### config.mk
export PLATFORM = sky130hd
export DESIGN_NAME = clkdiv_hilo_top
export DESIGN_NICKNAME = d
export VERILOG_FILES = /design/src/rtl/clkdiv_pkg.sv /design/src/rtl/clkdiv_shape.sv /design/src/rtl/clkdiv_stage.sv /design/src/rtl/clkdiv_hilo_top.sv
export SDC_FILE = /design/constraint.sdc
export NUM_CORES = 1
export LEC_CHECK = 0
export BUFFER_PORTS_ARGS = -buffer_cell sky130_fd_sc_hd__buf_2
export CAP_MARGIN = 15
export CORE_MARGIN = 4
export CORE_UTILIZATION = 50
export CTS_BUF_LIST = sky130_fd_sc_hd__clkbuf_16
export CTS_CLUSTER_DIAMETER = 100
export DETAILED_ROUTE_END_ITERATION = 8
export PLACE_DENSITY = 0.7
export SLEW_MARGIN = 10
export SYNTH_ARGS = -nofsm -noshare
export SYNTH_HDL_FRONTEND = slang
export SYNTH_SLANG_ARGS = --single-unit
### constraint.sdc
create_clock -name clk -period 8.1 [get_ports clk]
set_input_delay 1.62 -clock clk [delete_from_list [all_inputs] [get_ports clk]]
set_output_delay 1.62 -clock clk [all_outputs]
set_load 0.01 [all_outputs]
### src/rtl/clkdiv_pkg.sv
package clkdiv_pkg;
  // width of one count field (value minus one)
  localparam int unsigned DIV_CNT_W = 8;
  // width that holds a full period (up to 2 * 2**DIV_CNT_W)
  localparam int unsigned DIV_SUM_W = DIV_CNT_W + 2;
  // number of chained stages
  localparam int unsigned DIV_STAGES = 2;

  typedef logic [DIV_CNT_W-1:0] cnt_t;
  typedef logic [DIV_SUM_W-1:0] span_t;

  typedef struct packed {
    span_t high_len;
    span_t period_len;
  } shape_t;
endpackage

### src/rtl/clkdiv_shape.sv
module clkdiv_shape
  import clkdiv_pkg::*;
(
  input  cnt_t   hi_m1,
  input  cnt_t   lo_m1,
  input  logic   half_en,
  output shape_t shape
);
  span_t period_w;
  span_t half_high_w;
  span_t own_high_w;

  always_comb begin
    period_w    = span_t'(hi_m1) + span_t'(lo_m1) + span_t'(2);
    half_high_w = (period_w + span_t'(1)) >> 1;
    own_high_w  = span_t'(hi_m1) + span_t'(1);
    shape.period_len = period_w;
    shape.high_len   = half_en ? half_high_w : own_high_w;
  end
endmodule

### src/rtl/clkdiv_stage.sv
module clkdiv_stage
  import clkdiv_pkg::*;
(
  input  logic   clk,
  input  logic   rst,
  input  logic   step_en,
  input  shape_t shape,
  output logic   div_q,
  output logic   start_q
);
  logic   running;
  span_t  pos;
  shape_t cur;
  span_t  next_pos;
  logic   wrap;

  always_comb begin
    next_pos = pos + span_t'(1);
    wrap     = !running || (pos == cur.period_len - span_t'(1));
  end

  always_ff @(posedge clk) begin
    if (rst) begin
      running <= 1'b0;
      pos     <= '0;
      cur     <= '0;
      div_q   <= 1'b0;
      start_q <= 1'b0;
    end else if (step_en) begin
      start_q <= wrap;
      if (wrap) begin
        running <= 1'b1;
        pos     <= '0;
        cur     <= shape;
        div_q   <= 1'b1;
      end else begin
        pos     <= next_pos;
        div_q   <= (next_pos < cur.high_len);
      end
    end else begin
      start_q <= 1'b0;
    end
  end

  AST_START_MEANS_HIGH: assert property (@(posedge clk) disable iff (rst)
    start_q |-> div_q);
  AST_POS_IN_RANGE: assert property (@(posedge clk) disable iff (rst)
    running |-> (pos < cur.period_len));
  AST_FALL_POINT: assert property (@(posedge clk) disable iff (rst)
    (running && $fell(div_q)) |-> (pos == cur.high_len));
  AST_SHAPE_HELD: assert property (@(posedge clk) disable iff (rst)
    (step_en && !wrap) |=> $stable(cur));
  AST_IDLE_HOLDS: assert property (@(posedge clk) disable iff (rst)
    !step_en |=> ($stable(div_q) && !start_q));
endmodule

### src/rtl/clkdiv_hilo_top.sv
module clkdiv_hilo_top
  import clkdiv_pkg::*;
(
  input  logic                 clk,
  input  logic                 rst,
  input  logic [DIV_CNT_W-1:0] hi_a_m1,
  input  logic [DIV_CNT_W-1:0] lo_a_m1,
  input  logic [DIV_CNT_W-1:0] hi_b_m1,
  input  logic [DIV_CNT_W-1:0] lo_b_m1,
  input  logic                 half_duty,
  input  logic                 chain_en,
  output logic                 clk_out,
  output logic                 period_start
);
  localparam int unsigned LAST = DIV_STAGES - 1;

  cnt_t   hi_sel [DIV_STAGES];
  cnt_t   lo_sel [DIV_STAGES];
  shape_t shp    [DIV_STAGES];
  logic   en     [DIV_STAGES];
  logic   q      [DIV_STAGES];
  logic   st     [DIV_STAGES];

  always_comb begin
    hi_sel[0] = hi_a_m1;
    lo_sel[0] = lo_a_m1;
    hi_sel[1] = hi_b_m1;
    lo_sel[1] = lo_b_m1;
  end

  for (genvar i = 0; i < DIV_STAGES; i++) begin : g_stage
    if (i == 0) begin : g_head
      assign en[i] = 1'b1;
    end else begin : g_chained
      assign en[i] = st[i-1];
    end

    clkdiv_shape u_shape (
      .hi_m1   (hi_sel[i]),
      .lo_m1   (lo_sel[i]),
      .half_en (half_duty),
      .shape   (shp[i])
    );

    clkdiv_stage u_stage (
      .clk     (clk),
      .rst     (rst),
      .step_en (en[i]),
      .shape   (shp[i]),
      .div_q   (q[i]),
      .start_q (st[i])
    );
  end

  always_ff @(posedge clk) begin
    if (rst) begin
      clk_out      <= 1'b0;
      period_start <= 1'b0;
    end else begin
      clk_out      <= chain_en ? q[LAST] : q[0];
      period_start <= chain_en ? st[LAST] : st[0];
    end
  end

  AST_START_WITH_HIGH: assert property (@(posedge clk) disable iff (rst)
    period_start |-> clk_out);
  AST_SINGLE_PULSE: assert property (@(posedge clk) disable iff (rst)
    (period_start && !$past(chain_en) && !chain_en) |=> !period_start);
endmodule

Word level (Yosys, flattened, before mapping):

Index checks and enable logic that the tools add are counted.

* mux-type cells: 7
* bitwise operators: 1
* shifts and indexed selects: 0
* $lt $le $gt $ge: 2
* add/subtract/negate cells: 12
* div/mod/pow operators: 0
* reductions and logical operators: 7
* equality and inequality tests: 2
* multiply operators: 0

Operator list (number)
* 10-bit by 1-bit adder with 10-bit output, second input constant: 4
* 10-bit by 2-bit adder with 10-bit output, second input constant: 2
* 10-bit == test: 2
* 10-bit less-than comparator: 2
* 10-bit by 1-bit subtractor with 10-bit output, second input constant: 2
* 8-bit by 1-bit adder with 9-bit output, second input constant: 2
* 8-bit by 8-bit adder with 9-bit output: 2
* 9-bit 2-to-1 mux: 2
* 10-bit 2-to-1 mux: 1
* 1-bit 2-to-1 mux: 4
* 2-bit OR reduction: 2
* 1-bit logical NOT: 2
* 1-bit logical OR: 2
* 2-bit AND reduction: 1
* 1-bit NOT: 1

* ROM bits: 0
* memories kept: 0
* bits of input ports: 36
* register bits: 68
* bits in latches: 0
* word-level logic and storage cells: 45
* memory bits (writable): 0

Depth between registers and ports, before layout:

Gate-level depths: netlist of the first run.

* depth after elaboration: 4
* depth in mapped cells: 13
* depth with buffers taken out: 11

Modules after synthesis:

From an unflattened synthesis of the first run, not the netlist that was laid out.

* cell total of the unflattened synthesis: 785
* area total of the unflattened synthesis: 6277.3 µm²

By module, submodules not included
* clkdiv_stage: area an instance 2164.6 µm², cells each 254, times used 2
* clkdiv_shape: area an instance 938.4 µm², cells each 135, times used 2
* clkdiv_hilo_top: area an instance 71.3 µm², cells each 7, times used 1

Worst setup path after synthesis of the first run:

Ideal clock, no wire load.

* kind: in2reg
* from: in hi_b_m1[0]
* to: reg g_stage[1].u_stage.cur[18] in the netlist's numbering
* data required time: 7.997 ns
* setup time: 0.103 ns
* setup slack: 3.912 ns
* arrival time: 4.085 ns
* stages on the path: 10
* cells stage by stage: ha_1 > fa_1 > a21o_1 > a211oi_2 > nor4_4 > a311oi_1 > or2_2 > nand3_1 > o311a_1 > a2111oi_2

* word-level cells in the longest chain between the ends: 4
* elaborated cells between the ends (all ways): 5

RTL lines
* start, declared: RTL line clkdiv_hilo_top.sv:8 `input logic [DIV_CNT_W-1:0] hi_b_m1,`
* 8-bit by 8-bit adder with 9-bit output: RTL line clkdiv_shape.sv:14 `period_w = span_t'(hi_m1) + span_t'(lo_m1) + span_t'(2);`
* 10-bit by 2-bit adder with 10-bit output: RTL line clkdiv_shape.sv:14
* 10-bit by 1-bit adder with 10-bit output: RTL line clkdiv_shape.sv:15 `half_high_w = (period_w + span_t'(1)) >> 1;`
* 9-bit 2-to-1 mux (*): RTL line clkdiv_shape.sv:18 `shape.high_len = half_en ? half_high_w : own_high_w;`
* end signal, assigned: RTL line clkdiv_stage.sv:34 `cur <= shape;`
* end, declared: RTL line clkdiv_stage.sv:13 `shape_t cur;`

Mark *: on every way between the ends. The rest lies on a longest branch, timed or not.
A chain may end at the register's enable or synchronous reset.

Final worst setup path of the first run:

Same ends and word-level chain as after synthesis.

==> results.toml, run 1 <==
[route]
drc_errors = 0
routedWlPerCell_um = 14.6
routed_wirelength_um = 11800
first_pass_iters = 4
vias_per_cell = 5.67
drt_iter0_drc = 249
vias = 4585
ant_nets = 0

[sta]
setup_viol = 0
fin_tns_setup_ns = 0
finalCriticalPeriod_ns = 4.25
fin_crit_sh_pct = 52.4
fin_worst_skew_ns = 0.00417
maxSlewHeadroom_pct = 45.8
worst_pin_slew_ns = 0.810
slew_viol_final = 0
worst_slack_ns = 3.85
hold_viol = 0
fmax_mhz = 235
rsz0062_at_grt = "no"

[final_layout]
num_antenna_cells = 0
fin_cells = 809
final_area_um2 = 5900
final_layout_size_suffix_gt1_share_pct = 12.6
final_nets = 750
areaGrowthSynthToFinish_pct = 10.8

[synth]
synth_edf_count = 0
syn_area_um2 = 5330
synthCells = 643
async_reset_ff_share_pct = 0
yosys_most_used_dff = "dfxtp_1"
synth-warning-count = 0
synth_seq_cells = 66
avgSynthCellArea_um2 = 8.28
syn_nets = 725
ys_seq_area_share_pct = 24.8
synth.distinct_cells = 72

[floorplan]
rows = 37
die_w_um = 111
die_area_um2 = 12400
core_um2 = 10400
start_util_pct = 51.4
chipHeight_um = 111
pin_count = 38

[clock_tree]
post_cts_buffers = 0
cts.path.max_buffers = 2
cts_max_level = 3
cts.sinks = 66
cts_root_buffer = "clkbuf_16"
cts_resized = 0
cts_tree = "done"
cts_hold_buf = 0
path_clk_slew_ns = 0.05
numCtsBuffers = 9
clk_latency_ns = 0.33

[placement]
place_ws_ns = 3.50
placed_cells = 793
routabilityCongestion = 0.878
hpwlAfterDp_um = 9120
place_area_um2 = 5590
io_buffer_count = 37

[worst_setup_path]
path_class = "input port to flip-flop"
worstPathArrival_ns = 4.47
endpoint_kind = "flip-flop"
reg2reg_to = "g_stage[1].u_stage.cur[10]"
path_max_fanout = 6
worstPathRequired_ns = 8.33
rr_worst_depth = 11
regToRegStartpoint = "g_stage[1].u_stage.cur[0]"
start_kind = "input port"
reg2reg_slack_ns = 4.73

[hold_path]
holdPathEnd = "g_stage[1].u_stage.cur[11]"
min_path_cells = 2
hp-class = "flip-flop to flip-flop"
min_from = "g_stage[1].u_stage.cur[11]"

[power]
power.leakage_nw = 2.49
powerDensity_nw_per_um2 = 185
power_mw = 1.09
irDropWorstVdd_mv = 0.0992

[grt]
antenna_found_initial = 0
grt_max_degree = 56
grt_use_total_pct = 19.8
grt_pass1_wl_um = 20700
grt_pass1_vias = 4498
overflow = 0

[status]
status = "finished, final reports clean"

[run]
cap_viol_max_count = 0
[kinds of logic after synthesis]
kind of cell / synth area share (%)
XOR/XNOR: 14.0
flip-flops: 24.8
buffers and inverters: 4.30
adder cells (fa/ha/maj): 11.1
AO/OA/AOI/OAI: 20.3
AND/OR/NAND/NOR: 22.8
multiplexers: 2.65
[area by class of cell]
class / instances / area, µm²
timing repair buffer: 40 / 208
fill: 949 / 4470
tap: 136 / 170
clock buffer: 9 / 225
inverter: 31 / 116
clock inverter: 7 / 85.1
sequential: 66 / 1320
multi-input combinational: 520 / 3770
[Yosys cell counts, types with 3 or more instances]
cell | count | area (µm²)
or3_1 | 3 | 18.8
a31oi_1 | 5 | 31.3
and2_1 | 7 | 43.8
nand3_1 | 22 | 110
nor3_2 | 4 | 40.0
nand4_1 | 5 | 31.3
o21ai_1 | 4 | 20.0
o21ai_0 | 27 | 135
clkbuf_1 | 18 | 67.6
and3_1 | 28 | 175
nand2b_1 | 4 | 25.0
a211o_1 | 7 | 61.3
xnor2_1 | 38 | 333
inv_1 | 30 | 113
nor2_1 | 69 | 259
a21o_1 | 3 | 22.5
nor3_1 | 13 | 65.1
nand3b_1 | 9 | 67.6
o211ai_1 | 3 | 22.5
a211oi_2 | 6 | 75.1
or2_2 | 5 | 31.3
mux2i_1 | 13 | 130
o21a_1 | 15 | 113
ha_1 | 44 | 551
nand2_1 | 41 | 154
xnor3_1 | 4 | 90.1
buf_2 | 6 | 30.0
a21oi_1 | 40 | 200
xor2_1 | 33 | 289
dfxtp_1 | 66 | 1320
a211oi_1 | 14 | 105
nor4_4 | 3 | 63.8
[power by group]
part | total [mW] | switching [mW] | internal, mW
clock network | 0.402 | 0.136 | 0.266
logic | 0.327 | 0.180 | 0.147
registers | 0.366 | 0.0203 | 0.346
[registers in the layout (all words and copies together), names as in the netlist]
register / flops
g_stage.u_stage.div_q: 2
g_stage.u_stage.cur: 38
g_stage.u_stage.pos: 20
g_stage.u_stage.start_q: 2
clk_out: 1
g_stage.u_stage.running: 2
period_start: 1
[stage by stage]
step	util [%]	hold slack (ns)
2_1_floorplan	-	0.432
3_3_place_gp	53.9	0.443
3_5_place_dp	53.9	0.448
4_1_cts	56.9	0.454
5_1_grt	56.9	0.479
6_report	56.9	0.453
[cell usage in the layout, fill, tap and decap left out, drive strengths merged, types with 15 or more instances in the layout]
cell type / n
inv: 31
ha: 44
nor2: 70
nor3: 17
dfxtp: 66
o21ai: 31
xor2: 35
xnor2: 38
a21oi: 40
and3: 28
a211oi: 20
o21a: 15
nand2: 41
buf: 40
nand3: 22
[worst max-delay path, cell delays in order]
cell,delay [ns]
buf_2,0.14
ha_1,0.25
fa_1,0.45
a21o_1,0.19
a211oi_2,0.44
nor4_4,0.09
a311oi_1,0.37
or2_2,0.22
nand3_1,0.08
o311a_1,0.31
a2111oi_2,0.31
[per-layer routing]
| layer | GRT usage [%] | vias up | routed length (µm) |
|---|---|---|---|
| met5 | 0 | - | 0 |
| met4 | 9.25 | 0 | 297 |
| met3 | 2.07 | 20 | 396 |
| met2 | 31.4 | 92 | 5250 |
| met1 | 27.1 | 2117 | 5830 |
| li1 | - | 2356 | - |
[worst max-delay path by stage]
stage          startpoint                          to  slack, ns  depth (start not counted)
2_1_floorplan  hi_b_m1[0]  g_stage[1].u_stage.cur[18]       3.91                         10
3_3_place_gp   hi_a_m1[0]  g_stage[0].u_stage.cur[18]       3.60                         11
3_5_place_dp   hi_b_m1[0]  g_stage[1].u_stage.cur[16]       3.50                         12
4_1_cts        hi_b_m1[0]  g_stage[1].u_stage.cur[16]       3.85                         12
5_1_grt        hi_a_m1[0]  g_stage[0].u_stage.cur[18]       3.62                         11
6_report       hi_b_m1[0]  g_stage[1].u_stage.cur[18]       3.85                         11
No activity file was read; power rests on OpenSTA's default activity.
==> run 2: changes to the inputs <==
==> constraint.sdc (replaced) <==
create_clock -name clk -period 4.1 [get_ports clk]
set_input_delay 0.82 -clock clk [delete_from_list [all_inputs] [get_ports clk]]
set_output_delay 0.82 -clock clk [all_outputs]
set_load 0.01 [all_outputs]
==> run 2 against run 1 <==
  * Hold slack barely moved
  * Register-to-register slack worse by 4.0 ns
  * Sequential cell count unchanged
  * Sequential power grew 98%
  * Power increased by 86%
  * Wire length up 1.3%
  * Sequential share of layout area rose by 0.22 points
  * Non-clock buffer count unchanged
  * Clock skew grew 0.0011 ns
  * Utilization decreased by 0.54 points
  * Largest cell class unchanged
  * Largest power group is now sequential cells
  * Highest routed layer unchanged
==> results.toml, run 2 (same netlist as run 1, synthesis figures left out) <==
[route]
routedWlPerCell_um = 14.8
drc_errors = 0
vias = 4552
first_pass_iters = 4
routed_wirelength_um = 11900
ant_nets = 0
vias_per_cell = 5.63
drt_iter0_drc = 289

[clock_tree]
cts_root_buffer = "clkbuf_16"
cts.path.max_buffers = 2
numCtsBuffers = 9
cts_resized = 0
path_clk_slew_ns = 0.05
post_cts_buffers = 0
clk_latency_ns = 0.33
cts.sinks = 66
cts_max_level = 3
cts_hold_buf = 0
cts_tree = "done"

[sta]
rsz0062_at_grt = "no"
worst_pin_slew_ns = 0.832
maxSlewHeadroom_pct = 44.4
setup_viol = 0
fin_worst_skew_ns = 0.00530
hold_viol = 0
fin_tns_setup_ns = 0
timing.hold.ws_ns = 0.452
worst_slack_ns = 0.615
fin_crit_sh_pct = 85.0
fmax_mhz = 287
finalCriticalPeriod_ns = 3.48
slew_viol_final = 0

[final_layout]
num_antenna_cells = 0
fin_cells = 808
largest_reg_flops = 38
final_layout_size_suffix_gt1_share_pct = 12.5
largestRegisters = "g_stage.u_stage.cur x38, g_stage.u_stage.pos x20"
final_nets = 750
areaGrowthSynthToFinish_pct = 9.75
final_cell_mix = "69 x nor2_1, 66 x dfxtp_1, 44 x ha_1"
post-route-util_pct = 56.4
registers.top_by_ff_count = "g_stage.u_stage.cur"
final_area_um2 = 5840
mostFrequentLayoutCell = "nor2_1"

[worst_setup_path]
reg2reg_to = "g_stage[1].u_stage.cur[18]"
path_max_fanout = 6
reg2reg_slack_ns = 0.71
endpoint_kind = "flip-flop"
cp_top_family = "compound AO/OA/AOI/OAI gates"
cpPeakStageDelay_ns = 0.45
crit_chain = "buf_2 > ha_1 > fa_1 > a21o_1 > a211oi_2 > nor4_4 > a311oi_1 > or2_2 > nand3_1 > o311a_1 > a2111oi_2"
worstPathArrival_ns = 3.71
regToRegStartpoint = "g_stage[1].u_stage.cur[0]"
worstPathRequired_ns = 4.33
slowest_stage = "fa_1"
start_kind = "input port"
cp_num_buf_inv = 1
rr_worst_depth = 11
path_class = "input port to flip-flop"

[placement]
place_area_um2 = 5590
place_ws_ns = 0.291
placed_cells = 793
hpwlAfterDp_um = 9300
io_buffer_count = 37
routabilityCongestion = 0.852

[floorplan]
die_w_um = 111
core_um2 = 10400
rows = 37
start_util_pct = 51.4
die_area_um2 = 12400
chipHeight_um = 111
pin_count = 38

[power]
powerDensity_nw_per_um2 = 348
power.leakage_nw = 2.47
power_mw = 2.03
irDropWorstVdd_mv = 0.199

[hold_path]
min_from = "g_stage[0].u_stage.cur[18]"
min_path_cells = 2
hp-class = "flip-flop to flip-flop"
holdPathEnd = "g_stage[0].u_stage.cur[18]"

[grt]
grt_use_total_pct = 19.8
grt_max_degree = 35
antenna_found_initial = 0
grt_pass1_wl_um = 20700
overflow = 0
grt_pass1_vias = 4394

[run]
cap_viol_max_count = 0

[status]
status = "finished, final reports clean"
-- run 2: changes by cell type in the layout (fill, tap and decap cells not counted), sizes merged --
| cell | before | now |
|---|---|---|
| clkinv | 5 | 3 |
| inv | 31 | 33 |
| bufinv | 2 | 0 |
| clkinvlp | 0 | 1 |
-- run 2: metal layers --
metal	up-vias	global-route usage, %	wire length (µm)
met4	0	8.19	221
li1	2360	-	-
met5	-	0	0
met1	2093	27.6	5950
met3	17	2.29	418
met2	82	31.0	5330
-- run 2: worst max path at each step --
stage	cells past startpoint	slack, ns	startpoint	endpoint
floorplan	10	0.71	hi_b_m1[0]	g_stage[1].u_stage.cur[18]
CTS	11	0.63	hi_a_m1[0]	g_stage[0].u_stage.cur[18]
finish	11	0.62	hi_b_m1[0]	g_stage[1].u_stage.cur[18]
detailed placement	11	0.29	hi_a_m1[0]	g_stage[0].u_stage.cur[18]
global placement	11	0.39	hi_a_m1[0]	g_stage[0].u_stage.cur[18]
global route	11	0.37	hi_a_m1[0]	g_stage[0].u_stage.cur[18]
-- run 2: power breakdown --
part           internal [mW]  switching, mW  leakage, nW  total (mW)
Sequential             0.684         0.0406        0.540       0.724
Combinational          0.290          0.359         1.80       0.648
Clock                  0.396          0.266        0.135       0.662
Total                   1.37          0.666         2.47        2.03
-- run 2: worst min-delay path, stage by stage, from the launching register on --
cell	delay (ns)
dfxtp_1	0.30
nand2_1	0.05
a21oi_1	0.05
-- run 2: cell type report --
class	instances	area (µm²)
Clock inverter	6	28.8
Clock buffer	9	225
Inverter	31	116
Sequential cell	66	1320
Fill cell	969	4530
Multi-Input combinational cell	520	3770
Timing Repair Buffer	40	208
Tap cell	136	170
